File: src/rtl/sdf_pkg.sv
package sdf_pkg;
    localparam int BYTE_W     = 8;
    localparam int RX_LANES   = 4;
    localparam int RX_WORD_W  = RX_LANES * BYTE_W;
    localparam int LANE_W     = $clog2(RX_LANES);
    localparam int RX_SLOTS   = 8;
    localparam int TX_DEPTH   = 32;

    typedef enum logic {RX_WORD = 1'b0, RX_CHAR = 1'b1} rx_mode_e;
    typedef enum logic {TX_DEEP = 1'b0, TX_HOLD = 1'b1} tx_mode_e;

    typedef struct packed {
        logic [RX_WORD_W-BYTE_W-1:0] bytes;
        logic [LANE_W-1:0]           lane;
    } pack_st_t;

    function automatic logic [RX_WORD_W-1:0] widen_char(input logic [BYTE_W-1:0] c);
        return {{(RX_WORD_W-BYTE_W){1'b0}}, c};
    endfunction
endpackage

File: src/rtl/sdf_ring.sv
module sdf_ring #(
    parameter int WIDTH = 8,
    parameter int DEPTH = 32,
    localparam int PTR_W = $clog2(DEPTH),
    localparam int CNT_W = $clog2(DEPTH + 1)
) (
    input  logic             clk,
    input  logic             rst,
    input  logic             flush,
    input  logic [CNT_W-1:0] cap,
    input  logic             push,
    input  logic [WIDTH-1:0] din,
    input  logic             pop,
    output logic [WIDTH-1:0] dout,
    output logic             full,
    output logic             empty
);
    logic [WIDTH-1:0] mem [DEPTH];
    logic [PTR_W-1:0] wp, rp;
    logic [CNT_W-1:0] cnt;
    logic do_push, do_pop;

    assign full    = (cnt >= cap);
    assign empty   = (cnt == '0);
    assign do_push = push && !full;
    assign do_pop  = pop && !empty;
    assign dout    = mem[rp];

    always_ff @(posedge clk) begin
        if (do_push && !flush && !rst) mem[wp] <= din;
    end

    always_ff @(posedge clk) begin
        if (rst || flush) begin
            wp  <= '0;
            rp  <= '0;
            cnt <= '0;
        end else begin
            if (do_push) wp <= (wp == PTR_W'(DEPTH-1)) ? '0 : wp + 1'b1;
            if (do_pop)  rp <= (rp == PTR_W'(DEPTH-1)) ? '0 : rp + 1'b1;
            cnt <= cnt + CNT_W'(do_push) - CNT_W'(do_pop);
        end
    end
endmodule

File: src/rtl/sdf_rx_packer.sv
module sdf_rx_packer
    import sdf_pkg::*;
(
    input  logic                 clk,
    input  logic                 rst,
    input  logic                 flush,
    input  rx_mode_e             mode,
    input  logic                 byte_valid,
    input  logic [BYTE_W-1:0]    byte_in,
    input  logic                 accept,
    output logic                 push,
    output logic [RX_WORD_W-1:0] word
);
    pack_st_t st_q;
    logic     take;
    logic     last_lane;

    assign take      = byte_valid && accept;
    assign last_lane = (st_q.lane == LANE_W'(RX_LANES-1));

    always_comb begin
        push = 1'b0;
        word = widen_char(byte_in);
        if (take) begin
            if (mode == RX_CHAR) begin
                push = 1'b1;
            end else if (last_lane) begin
                push = 1'b1;
                word = {byte_in, st_q.bytes};
            end
        end
    end

    always_ff @(posedge clk) begin
        if (rst || flush) begin
            st_q <= '0;
        end else if (take && mode == RX_WORD) begin
            if (last_lane) begin
                st_q.lane <= '0;
            end else begin
                st_q.bytes[int'(st_q.lane)*BYTE_W +: BYTE_W] <= byte_in;
                st_q.lane <= st_q.lane + LANE_W'(1);
            end
        end
    end
endmodule

File: src/rtl/sdf_top.sv
module sdf_top
    import sdf_pkg::*;
#(
    parameter int RX_DEPTH = sdf_pkg::RX_SLOTS,
    parameter int TX_LEN   = sdf_pkg::TX_DEPTH
) (
    input  logic        clk,
    input  logic        rst,
    input  logic        rx_narrow,
    input  logic        tx_single,
    input  logic        rx_byte_valid,
    input  logic [7:0]  rx_byte,
    output logic        rx_out_valid,
    output logic [31:0] rx_out_data,
    input  logic        rx_out_ready,
    output logic        rx_full,
    output logic        rx_empty,
    output logic        rx_overrun,
    input  logic        tx_wr_valid,
    input  logic [7:0]  tx_wr_data,
    output logic        tx_full,
    output logic        tx_empty,
    input  logic        tx_req,
    output logic [7:0]  tx_byte,
    output logic        tx_underrun
);
    localparam int RX_CNT_W = $clog2(RX_DEPTH + 1);
    localparam int TX_CNT_W = $clog2(TX_LEN + 1);

    rx_mode_e rx_mode, rx_mode_q;
    tx_mode_e tx_mode, tx_mode_q;
    logic     rx_flush, tx_flush;
    logic     pk_push;
    logic [RX_WORD_W-1:0] pk_word;
    logic [TX_CNT_W-1:0]  tx_cap;

    assign rx_mode  = rx_mode_e'(rx_narrow);
    assign tx_mode  = tx_mode_e'(tx_single);
    assign rx_flush = (rx_mode != rx_mode_q);
    assign tx_flush = (tx_mode != tx_mode_q);
    assign tx_cap   = (tx_mode == TX_HOLD) ? TX_CNT_W'(1) : TX_CNT_W'(TX_LEN);

    always_ff @(posedge clk) begin
        rx_mode_q <= rx_mode;
        tx_mode_q <= tx_mode;
    end

    always_ff @(posedge clk) begin
        if (rst || rx_flush)              rx_overrun <= 1'b0;
        else if (rx_byte_valid && rx_full) rx_overrun <= 1'b1;
    end

    always_ff @(posedge clk) begin
        if (rst || tx_flush)         tx_underrun <= 1'b0;
        else if (tx_req && tx_empty) tx_underrun <= 1'b1;
    end

    sdf_rx_packer u_pack (
        .clk        (clk),
        .rst        (rst),
        .flush      (rx_flush),
        .mode       (rx_mode),
        .byte_valid (rx_byte_valid),
        .byte_in    (rx_byte),
        .accept     (!rx_full),
        .push       (pk_push),
        .word       (pk_word)
    );

    sdf_ring #(.WIDTH(RX_WORD_W), .DEPTH(RX_DEPTH)) u_rx_ring (
        .clk   (clk),
        .rst   (rst),
        .flush (rx_flush),
        .cap   (RX_CNT_W'(RX_DEPTH)),
        .push  (pk_push),
        .din   (pk_word),
        .pop   (rx_out_ready),
        .dout  (rx_out_data),
        .full  (rx_full),
        .empty (rx_empty)
    );

    assign rx_out_valid = !rx_empty;

    sdf_ring #(.WIDTH(BYTE_W), .DEPTH(TX_LEN)) u_tx_ring (
        .clk   (clk),
        .rst   (rst),
        .flush (tx_flush),
        .cap   (tx_cap),
        .push  (tx_wr_valid),
        .din   (tx_wr_data),
        .pop   (tx_req),
        .dout  (tx_byte),
        .full  (tx_full),
        .empty (tx_empty)
    );
endmodule

File: config.mk
export PLATFORM = sky130hd
export DESIGN_NAME = sdf_top
export DESIGN_NICKNAME = d
export VERILOG_FILES = /design/src/rtl/sdf_pkg.sv /design/src/rtl/sdf_ring.sv /design/src/rtl/sdf_rx_packer.sv /design/src/rtl/sdf_top.sv
export SDC_FILE = /design/constraint.sdc
export NUM_CORES = 1
export LEC_CHECK = 0
export BUFFER_PORTS_ARGS = -buffer_cell sky130_fd_sc_hd__buf_2
export CAP_MARGIN = 20
export CORE_MARGIN = 2
export CORE_UTILIZATION = 25
export CTS_BUF_LIST = sky130_fd_sc_hd__clkbuf_8
export DETAILED_ROUTE_END_ITERATION = 10
export PLACE_DENSITY = 0.48
export RECOVER_POWER = 25
export SYNTH_ARGS = -nofsm -noshare
export SYNTH_HDL_FRONTEND = slang
export SYNTH_SLANG_ARGS = --single-unit
export TNS_END_PERCENT = 30
File: constraint.sdc
create_clock -name clk -period 7.5 [get_ports clk]
set_input_delay 1.5 -clock clk [delete_from_list [all_inputs] [get_ports clk]]
set_output_delay 1.5 -clock clk [all_outputs]
set_load 0.05 [all_outputs]
==> key figures <==
Drt
  • Via count: about 12000
  • DRT Pass-1 Iters: 7
  • Starting DRT DRC Count: 810
  • Final wirelength: approximately 52 mm
  • Post-route antenna net violation count: 0
  • Vias per cell: ~4.4
  • Drt drc: 0
  • WL/cell: between 15 and 20 um

Die
  • Core area: 0.09152 mm2
  • FP Rows: between 100 and 150
  • Initial Util: 25.16%
  • Boundary pin count: about 70
  • Die X: a little over 300 um
  • Die area: about 0.095 mm2
  • Die Span Y: approximately 310 um

Min path
  • Worst Hold Class: reg2reg

Global route
  • Largest net degree at the start of global routing: 58
  • Tot GR Track Use: a little over a tenth
  • Initial antenna violation count: 2
  • GRT overflow: 0
  • Global-route wire length before repair: a little under 80 mm
  • Number of global-route vias before repair: roughly 12000

Timing
  • Fin Clk Skew: around 0.048 ns
  • Max Freq: just under 200 MHz
  • # setup viols final: 0
  • Pins Over Slew Limit: approximately 130
  • Final Hold Vio Count: 0
  • RSZ-0062 raised after global routing: false
  • Part of the cycle the worst path needs: around two thirds
  • Post-layout min period: 5.069 ns
  • Slew HR: -13.88%
  • Actual slew at the worst max-slew pin: 1.708 ns
  • Total negative slack: 0 ns

Placed design
  • Placer Congestion: around 0.76
  • Inst Count DP: approximately 2500
  • Port Buffers: 70
  • DPL Wire Length: 31.53 mm

Clock tree
  • Postcts setup bufs: 0
  • Max clock buf depth: 3
  • Root Buffer: clkbuf_8
  • Total CTS buffers: 99
  • Resized Gates After CTS: 0
  • CTS tree: done
  • Worst-Skew Late Latency: between 0.7 and 0.8 ns
  • H-Tree Depth: 3
  • Clock sink count: 576
  • CTS clk-pin slew, worst paths: roughly 0.060 ns
  • CTS Hold Bufs: 0

Synthesis
  • Unique masters post-synth: 62
  • Seq/Total Area, Yosys: between 70 and 80%
  • #FFs+latches synth: roughly 580
  • Ys Warns: 0
  • Mapped Avg Cell Area: roughly 18 um2
  • Post-synth EDFFs: 512
  • Post-Syn Area: ~0.023 mm2
  • Post-Syn Instances: approximately 1300
  • Main flop type after synthesis: edfxtp_1
  • Syn_nets: about 1300
  • Post-synth ARST share: 0%

Run status
  • Failing checks: max-capacitance violations, max-slew violations
  • Outcome: complete, but fails checks

Worst setup path
  • Crit end category: output pin
  • Crit-path max FO: 23
  • Slowest CP cell: dfxtp_2
  • Cell Chain, Critical Path: buf_4, mux4_1, a22o_1, a221oi_1, nand3_1, buf_2
  • Req. time, crit path: approximately 6.0 ns
  • Crit start category: flip-flop
  • Worst path max stage delay: approximately 0.6 ns
  • Critical path class: reg2out
  • Crit path arrival time: roughly 3.6 ns

Pwr
  • Power density over the cells: approximately 270 mW/mm2
  • Leak: approximately 8.4 nW
  • Peak supply drop: about 120 uV

Cells and area
  • Final non-filler cell total: 2655
  • Area grow syn2layout: 16.11%
  • Ratio of cells with drive above 1 in the final layout: roughly 24%
  • Final nets: between 1000 and 1500

Run
  • Max Cap Viol: 5
==> layer usage <==
metal / routed length [um] / vias up / part of all wire, % / global-route usage (%)
li1: - / 5340 / - / -
met2: 25910 / 238 / 50 / 18.74
met4: 1200 / 2 / 2.3 / 3.505
met1: 22840 / 6011 / 44 / 13.88
met5: 12 / - / 0.023 / 0
met3: 2163 / 96 / 4.1 / 2.388
==> worst paths after layout <==
check | start | end | cells after the start | slack (ns)
worst max-delay path | flip-flop | tx_byte[0] | 6 | 2.43
worst min-delay path | u_pack.st_q[12] | u_pack.st_q[12] | 2 | 0.45
worst max register to register | u_pack.st_q[0] | u_rx_ring.mem[4][11] | 6 | 3.78
worst min register to register | u_pack.st_q[12] | u_pack.st_q[12] | 2 | 0.45
==> where the power goes <==
group	leakage, nW	total (W)	internal (W)	switching (W)
clock network	1.10	0.00285	0.00154	0.00131
logic	2.20	0.000924	0.000311	0.000613
registers	5.11	0.00357	0.00352	0.0000525
==> cells in the mapped netlist, drive strengths merged, types with 2 or more instances <==
cell type  count  area [um2]
o31ai          3       22.52
or3b           3       26.28
a221oi         8       82.58
and2           7       43.80
nand2b         8       50.05
o21ai         28       140.1
a31oi          2       12.51
nand4         20       125.1
xor2           3       26.28
and4bb         2       25.02
fa             2       40.04
nor2b          2       15.02
a21o           3       22.52
nor4           3       25.02
ha            33       412.9
or3            3       18.77
nor3           5       25.02
nand3b         5       37.54
clkbuf        35       131.4
mux2i         72       720.7
nand4b         2       17.52
and3          27       168.9
nor4b          4       80.08
or2            3       18.78
mux2          40       450.4
a22o           8       70.07
nor2          66       250.2
dfxtp         64        1281
a22oi         32       240.2
nand3         39       195.2
buf           32       206.5
mux4          96        2215
inv           22       82.58
nor3b          4       41.29
xnor2          4       35.03
nand2         35       131.4
a21oi         17       85.08
edfxtp       512       15370
==> cell type report <==
class,instances,area (um2)
Fill cell,9003,64790
Sequential cell,576,16670
Multi-Input combinational cell,598,5993
Tap cell,1186,1484
Clock buffer,107,1473
Clock inverter,75,535.5
Timing Repair Buffer,89,491.7
Inverter,22,82.58
Antenna cell,2,5.005
==> critical path, delay by kind of cell, from the launching register on <==
| kind | cells | cell delay [ns] |
|---|---|---|
| DFF | 1 | 0.60 |
| AOI/OAI and AO/OA | 2 | 0.68 |
| and+or+nand+nor | 1 | 0.24 |
| buffers and inverters | 2 | 0.76 |
| muxes | 1 | 0.60 |
==> cell usage in the layout, fill, tap and decap left out, drive strengths merged, types with 3 or more instances in the layout <==
cell	synthesis	final
edfxtp	512	512
or3	3	3
and3	27	27
a22o	8	8
buf	32	78
nand2b	8	8
clkbuf	35	118
clkinv	0	40
a21o	3	3
nor3	5	5
nor2	66	66
nor4	3	3
xnor2	4	4
a21oi	17	17
or3b	3	3
clkinvlp	0	4
or2	3	3
nor4b	4	4
o21ai	28	28
nand3	39	39
dfxtp	64	64
and2	7	7
bufinv	0	6
nand4	20	20
nand2	35	35
o31ai	3	3
xor2	3	3
inv	22	47
a221oi	8	8
ha	33	33
nand3b	5	5
a22oi	32	32
nor3b	4	4
mux2i	72	72
mux4	96	96
mux2	40	40
==> metrics by stage <==
step                      utilization (%)  power (W)  hold WS (ns)  setup slack (ns)  area [um2]
after floorplan                         -   0.004323        0.4240             2.578       23020
after global placement              26.99   0.004579        0.4354             2.889       24700
after CTS                           29.20   0.007470        0.4484             2.340       26730
after global routing                29.20   0.007673        0.4625             2.227       26730
after detailed placement            27.01   0.004587        0.4398             2.819       24720
final                               29.21   0.007340        0.4451             2.431       26730
==> flip-flops by register name, indices dropped and copies added, names as in the netlist, named ones only <==
name,count
u_rx_ring.wp,3
u_tx_ring.rp,5
u_rx_ring.mem,256
u_tx_ring.cnt,6
tx_mode_q,1
u_tx_ring.wp,5
u_tx_ring.mem,256
rx_mode_q,1
u_pack.st_q,26
rx_overrun,1
u_rx_ring.cnt,4
tx_underrun,1
u_rx_ring.rp,3
==> kinds of logic (layout without fill, tap and decap cells) <==
kind of cell / count (synthesis) / in the layout / synth area share (%)
xor+xnor: 7 / 7 / 0.2663
simple gates: 242 / 242 / 5.772
mux: 208 / 208 / 14.71
compound gates: 106 / 106 / 3.119
flops: 576 / 576 / 72.34
buf+inv: 89 / 293 / 1.826
other cells: 0 / 2 / 0
fa+ha+maj: 35 / 35 / 1.967
Note: power is estimated with default switching activity, not from simulation.
